--- src/rtl/i2c_regport_pkg.sv ---
package i2c_regport_pkg;
  localparam logic [4:0] DEV_PREFIX = 5'b00100;
  localparam int         BYTE_W     = 8;

  typedef enum logic [2:0] {
    ST_IDLE,
    ST_ADDR,
    ST_PTR,
    ST_WDAT,
    ST_RDAT,
    ST_SKIP
  } port_state_t;
endpackage

--- src/rtl/i2c_line_sync.sv ---
module i2c_line_sync #(
  parameter int       W       = 2,
  parameter int       STAGES  = 2,
  parameter bit       RST_VAL = 1'b1
) (
  input  logic         clk,
  input  logic         rst_n,
  input  logic [W-1:0] d,
  output logic [W-1:0] q
);
  logic [W-1:0] chain [STAGES];

  for (genvar s = 0; s < STAGES; s++) begin : g_stage
    always_ff @(posedge clk or negedge rst_n) begin
      if (!rst_n) chain[s] <= {W{RST_VAL}};
      else if (s == 0) chain[s] <= d;
      else chain[s] <= chain[(s == 0) ? 0 : s-1];
    end
  end

  assign q = chain[STAGES-1];
endmodule

--- src/rtl/i2c_bus_cond.sv ---
module i2c_bus_cond (
  input  logic clk,
  input  logic rst_n,
  input  logic scl_s,
  input  logic sda_s,
  output logic scl_rise,
  output logic scl_fall,
  output logic start,
  output logic stop
);
  logic scl_p, sda_p;

  always_ff @(posedge clk or negedge rst_n) begin
    if (!rst_n) begin
      scl_p <= 1'b1;
      sda_p <= 1'b1;
    end else begin
      scl_p <= scl_s;
      sda_p <= sda_s;
    end
  end

  assign scl_rise = scl_s & ~scl_p;
  assign scl_fall = ~scl_s & scl_p;
  assign start    = scl_s & scl_p & sda_p & ~sda_s;
  assign stop     = scl_s & scl_p & ~sda_p & sda_s;
endmodule

--- src/rtl/i2c_regbank.sv ---
module i2c_regbank #(
  parameter int AW = 3,
  parameter int DW = 8,
  localparam int NREG = 1 << AW
) (
  input  logic              clk,
  input  logic              rst_n,
  input  logic              we,
  input  logic [AW-1:0]     waddr,
  input  logic [DW-1:0]     wdata,
  input  logic [AW-1:0]     raddr,
  output logic [DW-1:0]     rdata,
  output logic [NREG*DW-1:0] flat
);
  logic [DW-1:0] mem [NREG];

  for (genvar i = 0; i < NREG; i++) begin : g_reg
    always_ff @(posedge clk or negedge rst_n) begin
      if (!rst_n) mem[i] <= '0;
      else if (we && waddr == AW'(i)) mem[i] <= wdata;
    end
    assign flat[i*DW +: DW] = mem[i];
  end

  assign rdata = mem[raddr];
endmodule

--- src/rtl/i2c_regport.sv ---
module i2c_regport
  import i2c_regport_pkg::*;
#(
  parameter int            AW      = 3,
  parameter logic [AW-1:0] PTR_RST = AW'(1),
  localparam int           NREG    = 1 << AW
) (
  input  logic                   clk,
  input  logic                   rst_n,
  input  logic                   scl_i,
  input  logic                   sda_i,
  output logic                   sda_oe,
  input  logic                   strap_a1,
  input  logic                   strap_a0,
  output logic [NREG*BYTE_W-1:0] cfg_regs
);
  logic scl_s, sda_s;
  logic scl_rise, scl_fall, start, stop;

  port_state_t       st;
  logic [3:0]        cnt;
  logic [BYTE_W-1:0] sh;
  logic [AW-1:0]     ptr;
  logic              inc;
  logic              nack;
  logic [BYTE_W-1:0] rdata;
  logic              wr_en;
  logic [6:0]        my_addr;

  i2c_line_sync #(.W(2), .STAGES(2), .RST_VAL(1'b1)) u_sync (
    .clk  (clk),
    .rst_n(rst_n),
    .d    ({scl_i, sda_i}),
    .q    ({scl_s, sda_s})
  );

  i2c_bus_cond u_cond (
    .clk     (clk),
    .rst_n   (rst_n),
    .scl_s   (scl_s),
    .sda_s   (sda_s),
    .scl_rise(scl_rise),
    .scl_fall(scl_fall),
    .start   (start),
    .stop    (stop)
  );

  assign my_addr = {DEV_PREFIX, strap_a1, strap_a0};
  assign wr_en   = (st == ST_WDAT) && scl_fall && (cnt == 4'd8);

  i2c_regbank #(.AW(AW), .DW(BYTE_W)) u_bank (
    .clk  (clk),
    .rst_n(rst_n),
    .we   (wr_en),
    .waddr(ptr),
    .wdata(sh),
    .raddr(ptr),
    .rdata(rdata),
    .flat (cfg_regs)
  );

  always_ff @(posedge clk or negedge rst_n) begin
    if (!rst_n) begin
      st     <= ST_IDLE;
      cnt    <= '0;
      sh     <= '0;
      ptr    <= PTR_RST;
      inc    <= 1'b0;
      nack   <= 1'b0;
      sda_oe <= 1'b0;
    end else if (start) begin
      st     <= ST_ADDR;
      cnt    <= '0;
      sda_oe <= 1'b0;
    end else if (stop) begin
      st     <= ST_IDLE;
      cnt    <= '0;
      sda_oe <= 1'b0;
    end else begin
      unique case (st)
        ST_ADDR, ST_PTR, ST_WDAT: begin
          if (scl_rise) begin
            if (cnt < 4'd8) sh <= {sh[BYTE_W-2:0], sda_s};
            cnt <= cnt + 4'd1;
          end
          if (scl_fall && cnt == 4'd8) begin
            if (st == ST_ADDR && sh[7:1] != my_addr) begin
              st <= ST_SKIP;
            end else begin
              sda_oe <= 1'b1;
            end
            if (st == ST_PTR) begin
              ptr <= sh[AW-1:0];
              inc <= sh[7];
            end
            if (st == ST_WDAT && inc) ptr <= ptr + AW'(1);
          end
          if (scl_fall && cnt == 4'd9) begin
            sda_oe <= 1'b0;
            cnt    <= '0;
            if (st == ST_ADDR) begin
              if (sh[0]) begin
                st     <= ST_RDAT;
                sh     <= rdata;
                sda_oe <= ~rdata[7];
              end else begin
                st <= ST_PTR;
              end
            end else if (st == ST_PTR) begin
              st <= ST_WDAT;
            end
          end
        end
        ST_RDAT: begin
          if (scl_rise) begin
            cnt <= cnt + 4'd1;
            if (cnt == 4'd8) begin
              nack <= sda_s;
              if (inc) ptr <= ptr + AW'(1);
            end
          end
          if (scl_fall) begin
            if (cnt >= 4'd1 && cnt <= 4'd7) begin
              sh     <= {sh[BYTE_W-2:0], 1'b0};
              sda_oe <= ~sh[6];
            end else if (cnt == 4'd8) begin
              sda_oe <= 1'b0;
            end else if (cnt == 4'd9) begin
              cnt <= '0;
              if (nack) begin
                st     <= ST_SKIP;
                sda_oe <= 1'b0;
              end else begin
                sh     <= rdata;
                sda_oe <= ~rdata[7];
              end
            end
          end
        end
        default: begin
          sda_oe <= 1'b0;
        end
      endcase
    end
  end
endmodule

--- config.mk ---
export PLATFORM = sky130hd
export DESIGN_NAME = i2c_regport
export DESIGN_NICKNAME = d
export VERILOG_FILES = /design/src/rtl/i2c_regport_pkg.sv /design/src/rtl/i2c_line_sync.sv /design/src/rtl/i2c_bus_cond.sv /design/src/rtl/i2c_regbank.sv /design/src/rtl/i2c_regport.sv
export SDC_FILE = /design/constraint.sdc
export NUM_CORES = 1
export LEC_CHECK = 0
export BUFFER_PORTS_ARGS = -buffer_cell sky130_fd_sc_hd__buf_2
export CAP_MARGIN = 10
export CORE_ASPECT_RATIO = 1.4
export CORE_UTILIZATION = 40
export CTS_CLUSTER_SIZE = 30
export DETAILED_ROUTE_END_ITERATION = 12
export PLACE_DENSITY_LB_ADDON = 0.3
export SETUP_SLACK_MARGIN = 0.3
export SKIP_CTS_REPAIR_TIMING = 1
export SYNTH_ARGS = -nofsm -noshare
export SYNTH_HDL_FRONTEND = slang
export SYNTH_SLANG_ARGS = --single-unit
export TNS_END_PERCENT = 10
--- constraint.sdc ---
create_clock -name clk -period 2.15 [get_ports clk]
set_input_delay 0.1075 -clock clk [delete_from_list [all_inputs] [get_ports clk]]
set_output_delay 0.1075 -clock clk [all_outputs]
set_load 0.02 [all_outputs]
# After elaboration in Yosys (flattened, before gate mapping)
# Index checks and enable logic that the tools add are counted.
[totals] wordCells=154 out_inout_bits=65 regBits=91
[classes] n_eq_ne=31 order_cmp=4 n_mux=57 n_addsub=2 bitwise_logic=16 n_reduce_logical=25
[op_table] operator="$mux 8" n=12
[op_table] operator="$mux 3" n=19
[op_table] operator="$mux 4" n=8
[op_table] operator="$bmux 8 s3" n=1
[op_table] operator="$ne 4x4->1 const B" n=5
[op_table] operator="$pmux 8 s2" n=1
[op_table] operator="$eq 3x3->1 const B" n=5
[op_table] operator="$logic_and 1x1->1" n=15
[op_table] operator="$eq 3x2->1 const B" n=4
[op_table] operator="$mux 1" n=12
[op_table] operator="$ne 3x3->1 const B" n=4
[op_table] operator="$pmux 3 s2" n=2
[op_table] operator="$ne 2x2->1 const B" n=5
[op_table] operator="$ne 5x5->1 const B" n=2
[op_table] operator="$reduce_and 5->1" n=2
[op_table] operator="$eq 4x4->1 const B" n=2
[op_table] operator="$not 1->1" n=8
[op_table] operator="$pmux 4 s2" n=1
[op_table] operator="$reduce_and 8->1" n=1
[op_table] operator="$and 1x1->1" n=7
[op_table] operator="$ne 7x5->1" n=1
[op_table] operator="$reduce_and 7->1" n=1
[op_table] operator="$eq 3x1->1 const B" n=2
[op_table] operator="$ne 6x6->1 const B" n=1
[op_table] operator="14 further kinds" n=14

# Depth between registers and ports, before layout
# Gate-level depths: netlist (run 1).
[depth] word_depth=13 depth_mapped=8 depth_no_buf=7

# By module
# A second synthesis (run 1) with hierarchy kept.
[unflattened] hier_cells=380 hier_area_um2=4878.4
[modules_own_cells] mod="i2c_regbank" instances=1 cells_per_inst=172 seq_area_each_um2=1601.5 area_per_inst_um2=2992.9
[modules_own_cells] mod="i2c_regport" instances=1 cells_per_inst=196 seq_area_each_um2=526.8 area_per_inst_um2=1680.4
[modules_own_cells] mod="i2c_line_sync" instances=1 cells_per_inst=6 seq_area_each_um2=105.1 area_per_inst_um2=120.1
[modules_own_cells] mod="i2c_bus_cond" instances=1 cells_per_inst=6 seq_area_each_um2=52.6 area_per_inst_um2=85.1

# Worst setup path after synthesis (run 1)
# OpenSTA, ideal clock, no wires.
[synth_timing] kind="register -> register" startpoint="register cnt[0]" endpoint="register u_bank.mem, in the netlist u_bank.flat[0]" setup_slack_ns=0.103 period_less_slack_ns=2.047 required_time_ns=2.025 t_arrival_ns=1.922 setup_ns=0.125 path_stages_with_launch=9 path_cell_list="dfrtp_1 inv_1 ha_1 nand3b_4 nor3_4 and3_1 and2_1 buf_2 mux2_2"
[synth_via] elab_chain_len=3
[synth_rtl] element="from (decl)" line="i2c_regport.sv:21" rtl="logic [3:0] cnt;"
[synth_rtl] element="from (signal assigned)" line="i2c_regport.sv:84" rtl="cnt <= cnt + 4'd1;"
[synth_rtl] element="from (signal assigned)" line="i2c_regport.sv:116" rtl="cnt <= cnt + 4'd1;"
[synth_rtl] element="$eq 4x4->1" line="i2c_regport.sv:49" rtl="assign wr_en = (st == ST_WDAT) && scl_fall && (cnt == 4'd8);"
[synth_rtl] element="$logic_and 1x1->1" line="i2c_regport.sv:49"
[synth_rtl] element="$logic_and 1x1->1" line="i2c_regbank.sv:20" rtl="else if (we && waddr == AW'(i)) mem[i] <= wdata;"
[synth_rtl] element="to (signal, indexed assignment)" line="i2c_regbank.sv:20"
[synth_rtl] element="to (decl)" line="i2c_regbank.sv:15" rtl="logic [DW-1:0] mem [NREG];"
# Every way passes these cells.
# A chain may end at the register's enable or synchronous reset.

# Final worst setup path (run 1)
[layout_timing] startpoint="register cnt[0]" endpoint="register u_bank.mem, in the netlist u_bank.flat[14]"
# The elaborated chain is that of the path after synthesis.

==> flow_metrics.tcl, run 1 <==
set metrics [dict create \
    reg2reg_from "cnt[0]" \
    critPathMaxFanout 5 \
    worstReg2RegEnd "u_bank.flat[14]" \
    worstPathRequired_ns 2.38 \
    htreeDepth 3 \
    critPathMaxStageDelay_ns 0.44 \
    status "completed" \
    powerDensity_nw_per_um2 712 \
    pwr-share-clk_pct 41.2 \
    synth.most_common_cell "dfrtp_1" \
    hold_path_class "in2async" \
    seq_power_share_pct 43.3 \
    synth_area_um2 4640 \
    cts_tree "yes" \
    timing_hold_violations_final 0 \
    worstPathCellList "inv_2 > ha_4 > nand3b_4 > nor3_4 > and3_4 > and2_4 > buf_4 > mux2_4" \
    slew_violations 0 \
    yosysWarnings 0 \
    muxShareOfSynthArea_pct 24.6 \
    viasPerCell 5.57 \
    relSlewSlack_pct 64.3 \
    slowest_stage "dfrtp_2" \
    cts_made_buffers 9 \
    hold_ws_ns 0.296 \
    clkLatencyLatePin_ns 0.35 \
    grt_pass1_wl_mm 19.8 \
    die_area_um2 12000 \
    synth_edf_count 0 \
    p_leak_nw 2.98 \
    rsz0062_at_grt "true" \
    diodes 0 \
    synth_fp_nets 376 \
    gp_congestion 0.857 \
    ff2ff_path_depth 8 \
    peakVddDrop_mv 0.487 \
    synth-adder-area-share_pct 2.70 \
    dr_total_vias 3385 \
    swShare_pct 26.9 \
    drv_cap 0 \
    setup_tns_ns 0 \
    place_hpwl_mm 8.99 \
    nNetsFinal 475 \
    drive_above_1_share_pct 45.5 \
    crit_start "cnt[0]" \
    switchingPower_mw 1.13 \
    fp.dieH_um 129 \
    drc 0 \
    cts_root_buf "clkbuf_16" \
    synth_area_leader_cell "dfrtp_1" \
    p_comb_share_pct 15.5 \
    pin_count 71 \
    clk_path_buf_depth 2 \
    synth_seq_cells 91 \
    ff2ff_setup_slack_ns 0.12 \
    cp-endpoint "u_bank.flat[14]" \
    ant_nets 0 \
    fin_crit_sh_pct 94.6 \
    synthSimpleGateAreaFrac_pct 10.0 \
    period_needed_ns 2.03 \
    core_area_um2 11300 \
    grt_max_degree 53 \
    fmax_ghz 0.492 \
    grt_pass1_vias 3482 \
    clkTransAtPathRegs_ns 0.07 \
    synth_top_family_by_area "multiplexers" \
    nFillCells 982 \
    crit_arrival_ns 2.26 \
    synth_compound_area_share_pct 9.12 \
    area_growth_pct 27.4 \
    synth_area_leaders "dfrtp_1, mux2_2, mux2_1" \
    wl_mm 12.5 \
    dieWidth_um 93.0 \
    initial_core_util_pct 40.9 \
    fin_worst_skew_ns 0.00612 \
    synthFlopType "dfrtp_1" \
    avgSynthCellArea_um2 12.9 \
    yosys.area.top_type_share_pct 45.3 \
    numPortBuffers 70 \
    cp-start-kind "register" \
    grt_overflow 0 \
    synthXorXnorAreaFrac_pct 0.944 \
    tightest_slew_ns 0.536 \
    wl_per_cell_um 20.6 \
    end_kind "register" \
    syn_inst 360 \
    cts_sinks 91 \
    dr.pass1.iters 4 \
    synth.distinct_cells 58 \
    synthTopCellsByCount "dfrtp_1, mux2_2, mux2_1, nand2_1" \
    synthArstFlopShare_pct 100 \
    antenna_found_initial 0 \
    path_class "reg2reg" \
    ys_seq_area_share_pct 49.3 \
    rows 46 \
    setup_viol 0 \
    drt_iter0_drc 186 \
    p_int_mw 3.08 \
    grt_util_all_layers_pct 22.1 \
]
## area by class of cell
class	instances	area, um2	share of cell area (%)
Clock inverter	5	85.1	1.44
Timing Repair Buffer	110	722	12.2
Tap cell	144	180	3.05
Clock buffer	11	243	4.11
Sequential cell	91	2290	38.7
Inverter	12	45.0	0.762
Multi-Input combinational cell	235	2350	39.7
## worst min-delay path by stage
stage / slack (ns) / cells past startpoint / end
global placement: 0.12 / 1 / u_bank.flat[63]
finish: 0.30 / 2 / u_bank.flat[63]
global route: 0.34 / 2 / u_bank.flat[63]
CTS: -0.24 / 1 / u_bank.flat[6]
detailed placement: 0.12 / 1 / u_bank.flat[15]
floorplan: -0.19 / 0 / cnt[0]
## cells in the final DEF, fill, tap and decap left out, drive strengths merged, types with 5 or more instances in the layout
| cell | Yosys | final |
|---|---|---|
| mux2 | 66 | 66 |
| clkbuf | 9 | 11 |
| buf | 13 | 107 |
| nand3 | 7 | 7 |
| o21ai | 7 | 7 |
| nand2b | 6 | 6 |
| mux4 | 16 | 16 |
| xor2 | 5 | 5 |
| dfstp | 7 | 7 |
| nand2 | 30 | 30 |
| ha | 10 | 10 |
| a22oi | 7 | 7 |
| dfrtp | 84 | 84 |
| nor2 | 11 | 11 |
| inv | 11 | 12 |
| a21oi | 8 | 8 |
| o2bb2ai | 8 | 8 |
## cell families (layout without fill, tap and decap cells)
logic type	Yosys count	after routing
flip-flops	91	91
multiplexers	84	84
AND/OR/NAND/NOR	79	79
AO/OA/AOI/OAI	57	57
buffers and inverters	34	138
adder cells (fa/ha/maj)	10	10
XOR/XNOR	5	5
## critical path, delay by kind of cell (launching register included)
family,cells,cell delay [ns]
simple gates,4,0.76
fa+ha+maj,1,0.18
buf+inv,2,0.23
mux,1,0.30
flops,1,0.44
## per-stage QoR
| step | power [mW] | instance area [um2] | worst slack [ns] | util (%) | std cells |
|---|---|---|---|---|---|
| CTS | 4.20 | 5780 | 0.00182 | 51.0 | 600 |
| global placement | 2.46 | 5460 | 0.0905 | 48.1 | 584 |
| detailed placement | 2.46 | 5460 | 0.00742 | 48.1 | 584 |
| global route | 4.38 | 5910 | 0.0491 | 52.1 | 608 |
| finish | 4.21 | 5910 | 0.116 | 52.1 | 608 |
| floorplan | 2.23 | 4760 | 0.249 | - | 360 |
## state kept, by name, summed over array words and instances (netlist names), 2 cells and up
signal / cells
sh: 8
u_sync.q: 2
ptr: 3
st: 3
cnt: 4
u_bank.flat: 64
u_sync.chain: 2
## metal layers
metal	track usage (%)	part of all wire (%)	vias up
li1	-	-	1517
met1	26.7	40	1772
met2	39.0	55	80
met3	3.76	2.7	16
met4	8.87	2.2	0
met5	0	0	-
## power groups by stage
stage	Clock, mW	Sequential, mW	Combinational [mW]
detailed placement	0	1.85	0.609
floorplan	0	1.85	0.382
finish	1.74	1.82	0.653
global route	1.84	1.83	0.717
global placement	0	1.85	0.604
CTS	1.77	1.82	0.613
No activity file was read; power rests on OpenSTA's default activity.
==> run 2: changes to the inputs <==
CTS_CLUSTER_SIZE = 12   (was 30)
clock period = 2 ns   (was 2.15 ns; I/O delays follow)
==> run 2 against run 1 <==
Net effect:
- clock-buffer cell count fell by 1
- largest power group unchanged
- design area fell by 1.8%
- global-route usage fell by 0.59 points
- non-clock buffer count fell by 2
- clock skew rose by 0.0015 ns
- first-iteration DRC count fell by 21%
- highest routed layer unchanged
- maximum frequency rose by 6.9%
- largest cell class unchanged
- total power rose by 0.80%
- core utilization fell by 0.96 points
- wire length fell by 3.8%
- hold slack improved by 0.032 ns
==> flow_metrics.tcl, run 2 (same netlist as run 1, synthesis figures left out) <==
set metrics [dict create \
    final_core_util_pct 51.2 \
    critPathMaxFanout 13 \
    cts_tree "yes" \
    drive_above_1_share_pct 44.4 \
    post-place-ws_ns 0.00502 \
    setup_viol 0 \
    nNetsFinal 473 \
    ff2ff_path_depth 6 \
    grt_util_all_layers_pct 21.5 \
    period_needed_ns 1.90 \
    timing.critical_path.buf_inv 1 \
    clk_path_buf_depth 2 \
    cpMostUsedCell "nand2_1" \
    dr.pass1.iters 4 \
    diodes 0 \
    core_area_um2 11300 \
    tightest_slew_ns 0.506 \
    crit_family "flip-flops" \
    rows 46 \
    place_hpwl_mm 8.93 \
    cts_root_buf "clkbuf_16" \
    dieWidth_um 93.0 \
    peakVddDrop_mv 0.475 \
    status "completed" \
    powerDensity_nw_per_um2 732 \
    fp.dieH_um 129 \
    timing_hold_violations_final 0 \
    pin_count 71 \
    grt_pass1_vias 3560 \
    critPathMaxStageDelay_ns 0.63 \
    setup_slack_ns 0.0964 \
    worstReg2RegEnd "sh[6]" \
    grt_overflow 0 \
    dp.cells 586 \
    drt_iter0_drc 147 \
    worstPathCellList "buf_12 > mux4_2 > nand2_1 > nand2_1 > a22oi_1 > o2bb2ai_1" \
    ff2ff_setup_slack_ns 0.1 \
    cts_sinks 91 \
    fin_worst_skew_ns 0.00757 \
    dr_total_vias 3341 \
    grt_max_degree 92 \
    antenna_found_initial 0 \
    rsz0062_at_grt "true" \
    power_mw 4.25 \
    crit_arrival_ns 2.13 \
    clkLatencyLatePin_ns 0.34 \
    cp.depth 6 \
    die_area_um2 12000 \
    viasPerCell 5.51 \
    path_class "reg2reg" \
    end_kind "register" \
    slew_violations 0 \
    cp-start-kind "register" \
    cts_made_buffers 9 \
    fin_area_um2 5800 \
    final_common_cell "dfrtp_1" \
    fmax_ghz 0.525 \
    wl_per_cell_um 19.9 \
    clkTransAtPathRegs_ns 0.07 \
    htreeDepth 3 \
    place_area_um2 5460 \
    area_growth_pct 25.1 \
    relSlewSlack_pct 66.3 \
    fin_crit_sh_pct 95.2 \
    reg2reg_from "ptr[0]" \
    slowest_stage "dfstp_2" \
    initial_core_util_pct 40.9 \
    cp-endpoint "sh[6]" \
    layout_common_cells "dfrtp_1, buf_2, buf_4, nand2_1" \
    crit_start "ptr[0]" \
    gp_congestion 0.847 \
    wl_mm 12.1 \
    drv_cap 0 \
    ant_nets 0 \
    largest_reg_flops 64 \
    worstPathRequired_ns 2.22 \
    fin_cells 606 \
    drc 0 \
    p_leak_nw 2.94 \
    grt_pass1_wl_mm 19.3 \
    numPortBuffers 70 \
    hold_path_class "in2async" \
]
run 2: power by group:
group | internal [mW] | leakage, nW | switching, mW
sequential | 1.90 | 1.24 | 0.0471
combinational | 0.293 | 1.57 | 0.432
clock | 0.843 | 0.125 | 0.731
run 2: layer usage:
layer / vias up / routed length, um / part of all wire, % / global-route usage, %
met4: 0 / 329 / 2.7 / 10.2
met2: 65 / 6760 / 56 / 39.9
met5: - / 0 / 0 / 0
li1: 1521 / - / - / -
met1: 1732 / 4700 / 39 / 24.2
met3: 23 / 279 / 2.3 / 2.58
run 2: cell type report:
class / instances / area (um2)
tap: 144 / 180
timing repair buffer: 108 / 698
sequential: 91 / 2290
multi-input combinational: 235 / 2320
fill: 991 / 5540
clock inverter: 6 / 41.3
clock buffer: 10 / 229
inverter: 12 / 45.0
run 2: worst min-delay path, stage by stage:
cell and delay [ns]:
dlygate4sd3_1 0.52, buf_4 0.12, buf_12 0.35
run 2: per-stage QoR:
| stage | setup TNS [ns] | hold WS, ns |
|---|---|---|
| detailed placement | 0 | 0.185 |
| global route | 0 | 0.366 |
| finish | 0 | 0.328 |
| global placement | 0 | 0.185 |
| floorplan | 0 | -0.196 |
| CTS | -0.0740 | -0.176 |
run 2: worst min-delay path by stage:
| stage | end | slack, ns |
|---|---|---|
| after floorplan | cnt[0] | -0.20 |
| after global routing | u_sync.q[0] | 0.37 |
| after detailed placement | cnt[2] | 0.19 |
| after global placement | u_bank.flat[63] | 0.19 |
| final | u_bank.flat[31] | 0.33 |
| after CTS | u_bank.flat[63] | -0.18 |
==> run 3: changes to the inputs <==
GPL_TIMING_DRIVEN = 0   (was default)
==> run 3 against run 2 <==
Net effect:
- the flow now finishes with violations (setup timing)
- global-route usage shrank 0.90 points
- combinational power about the same
- clock skew is 0.0035 ns lower
- sequential power is essentially flat
- sequential share of layout area down 0.56 points
- critical path type unchanged
- largest cell class unchanged
- largest power group unchanged
- highest routed layer unchanged
==> flow_metrics.tcl, run 3 (same netlist as run 1, synthesis figures left out) <==
set metrics [dict create \
    period_needed_ns 2.09 \
    numPortBuffers 70 \
    largest_reg_flops 64 \
    violations "setup timing" \
    wl_per_cell_um 19.8 \
    grt_overflow 0 \
    pin_count 71 \
    final_core_util_pct 52.0 \
    dr.pass1.iters 6 \
    layout_common_cells "dfrtp_1, buf_2, nand2_1, mux2_4, mux2_1" \
    core_area_um2 11300 \
    cp.depth 8 \
    cp-endpoint "u_bank.flat[35]" \
    drt_iter0_drc 156 \
    worstPathCellList "inv_2 > ha_4 > nand3b_4 > nor3_4 > and3_1 > buf_4 > nand2_4 > mux2_1" \
    cts_tree "yes" \
    tightest_slew_ns 0.559 \
    ant_nets 0 \
    ff2ff_path_depth 8 \
    cts_sinks 91 \
    grt_max_degree 60 \
    ff2ff_setup_slack_ns -0.09 \
    grt_pass1_wl_mm 18.7 \
    viasPerCell 5.50 \
    place_area_um2 5320 \
    switchingPower_mw 1.22 \
    slew_violations 0 \
    crit_family "simple AND/OR/NAND/NOR gates" \
    rows 46 \
    grt_util_all_layers_pct 20.6 \
    clkLatencyLatePin_ns 0.34 \
    setup_slack_ns -0.0889 \
    clkTransAtPathRegs_ns 0.07 \
    cp-start-kind "register" \
    clk_path_buf_depth 2 \
    peakVddDrop_mv 0.462 \
    rsz0062_at_grt "true" \
    final_common_cell "dfrtp_1" \
    worstReg2RegEnd "u_bank.flat[35]" \
    fin_area_um2 5890 \
    critPathMaxStageDelay_ns 0.41 \
    die_area_um2 12000 \
    powerDensity_nw_per_um2 772 \
    antenna_found_initial 0 \
    timing_hold_violations_final 0 \
    crit_start "cnt[1]" \
    reg2reg_from "cnt[1]" \
    crit_arrival_ns 2.31 \
    swShare_pct 26.9 \
    worstPathRequired_ns 2.22 \
    p_comb_share_pct 16.0 \
    htreeDepth 3 \
    dieWidth_um 93.0 \
    hold_path_class "in2async" \
    p_leak_nw 2.93 \
    cts_root_buf "clkbuf_16" \
    nNetsFinal 469 \
    drc 0 \
    diodes 0 \
    fin_crit_sh_pct 104 \
    status "finished, violations left" \
    setup_viol 48 \
    drv_cap 0 \
    place_hpwl_mm 8.31 \
    critPathMaxFanout 8 \
    dr_total_vias 3310 \
    path_class "reg2reg" \
    fp.dieH_um 129 \
    timing.critical_path.buf_inv 2 \
    relSlewSlack_pct 62.7 \
    area_growth_pct 27.0 \
    fin_worst_skew_ns 0.00410 \
    seq_power_share_pct 43.3 \
    fmax_ghz 0.479 \
    end_kind "register" \
    cts_made_buffers 9 \
    p_int_mw 3.32 \
    slowest_stage "dfrtp_1" \
    pwr-share-clk_pct 40.7 \
    wl_mm 11.9 \
    grt_pass1_vias 3408 \
    drive_above_1_share_pct 45.0 \
    initial_core_util_pct 40.9 \
    gp_congestion 0.856 \
]
run 3: cell types whose count changed in the layout (fill, tap and decap cells not counted), moves of 2 or more:
cell,previous run,this run
buf_2,69,73
buf_4,30,11
xor2_1,5,3
o31ai_1,3,1
clkinvlp_4,3,1
clkbuf_1,1,8
dfrtp_1,84,82
o31ai_2,0,2
xor2_2,0,2
dfrtp_2,0,2
bufinv_16,0,2
run 3: final cells by class:
class / count / area [um2]
buffer: 22 / 180
timing repair buffer: 82 / 470
multi-input combinational: 235 / 2400
fill: 965 / 5450
clock inverter: 6 / 87.6
tap: 144 / 180
sequential: 91 / 2290
inverter: 12 / 48.8
clock buffer: 10 / 239
run 3: power groups by stage:
stage | clock network, mW | registers [mW] | logic, mW
3_3_place_gp | 0 | 2.00 | 0.569
5_1_grt | 1.95 | 1.98 | 0.793
6_report | 1.85 | 1.97 | 0.727
3_5_place_dp | 0 | 2.00 | 0.594
2_1_floorplan | 0 | 1.99 | 0.410
4_1_cts | 1.88 | 1.97 | 0.598
run 3: worst min path at each step:
stage          startpoint              end  slack [ns]  cells after the start
6_report            rst_n  u_bank.flat[47]        0.27                      2
5_1_grt             rst_n  u_bank.flat[39]        0.33                      2
4_1_cts             rst_n  u_bank.flat[63]       -0.29                      1
3_5_place_dp        rst_n  u_bank.flat[39]        0.08                      1
3_3_place_gp        scl_i  u_sync.chain[3]        0.21                      1
2_1_floorplan       rst_n           cnt[0]       -0.20                      0
run 3: per-stage QoR:
step / instances / setup slack, ns / power (mW) / hold slack, ns / TNS [ns]
2_1_floorplan: 360 / 0.0987 / 2.40 / -0.196 / 0
3_3_place_gp: 574 / -0.259 / 2.57 / 0.208 / -12.20
3_5_place_dp: 575 / -0.299 / 2.60 / 0.0827 / -14.18
4_1_cts: 591 / -0.363 / 4.45 / -0.285 / -17.03
5_1_grt: 602 / -0.159 / 4.72 / 0.327 / -6.88
6_report: 602 / -0.0889 / 4.55 / 0.267 / -3.63
run 3: metal layers:
layer	vias up	GRT usage, %	wire, um
met1	1716	24.8	4870
met2	64	36.5	6460
met5	-	0	0
met3	19	2.99	303
li1	1511	-	-
met4	0	8.96	289
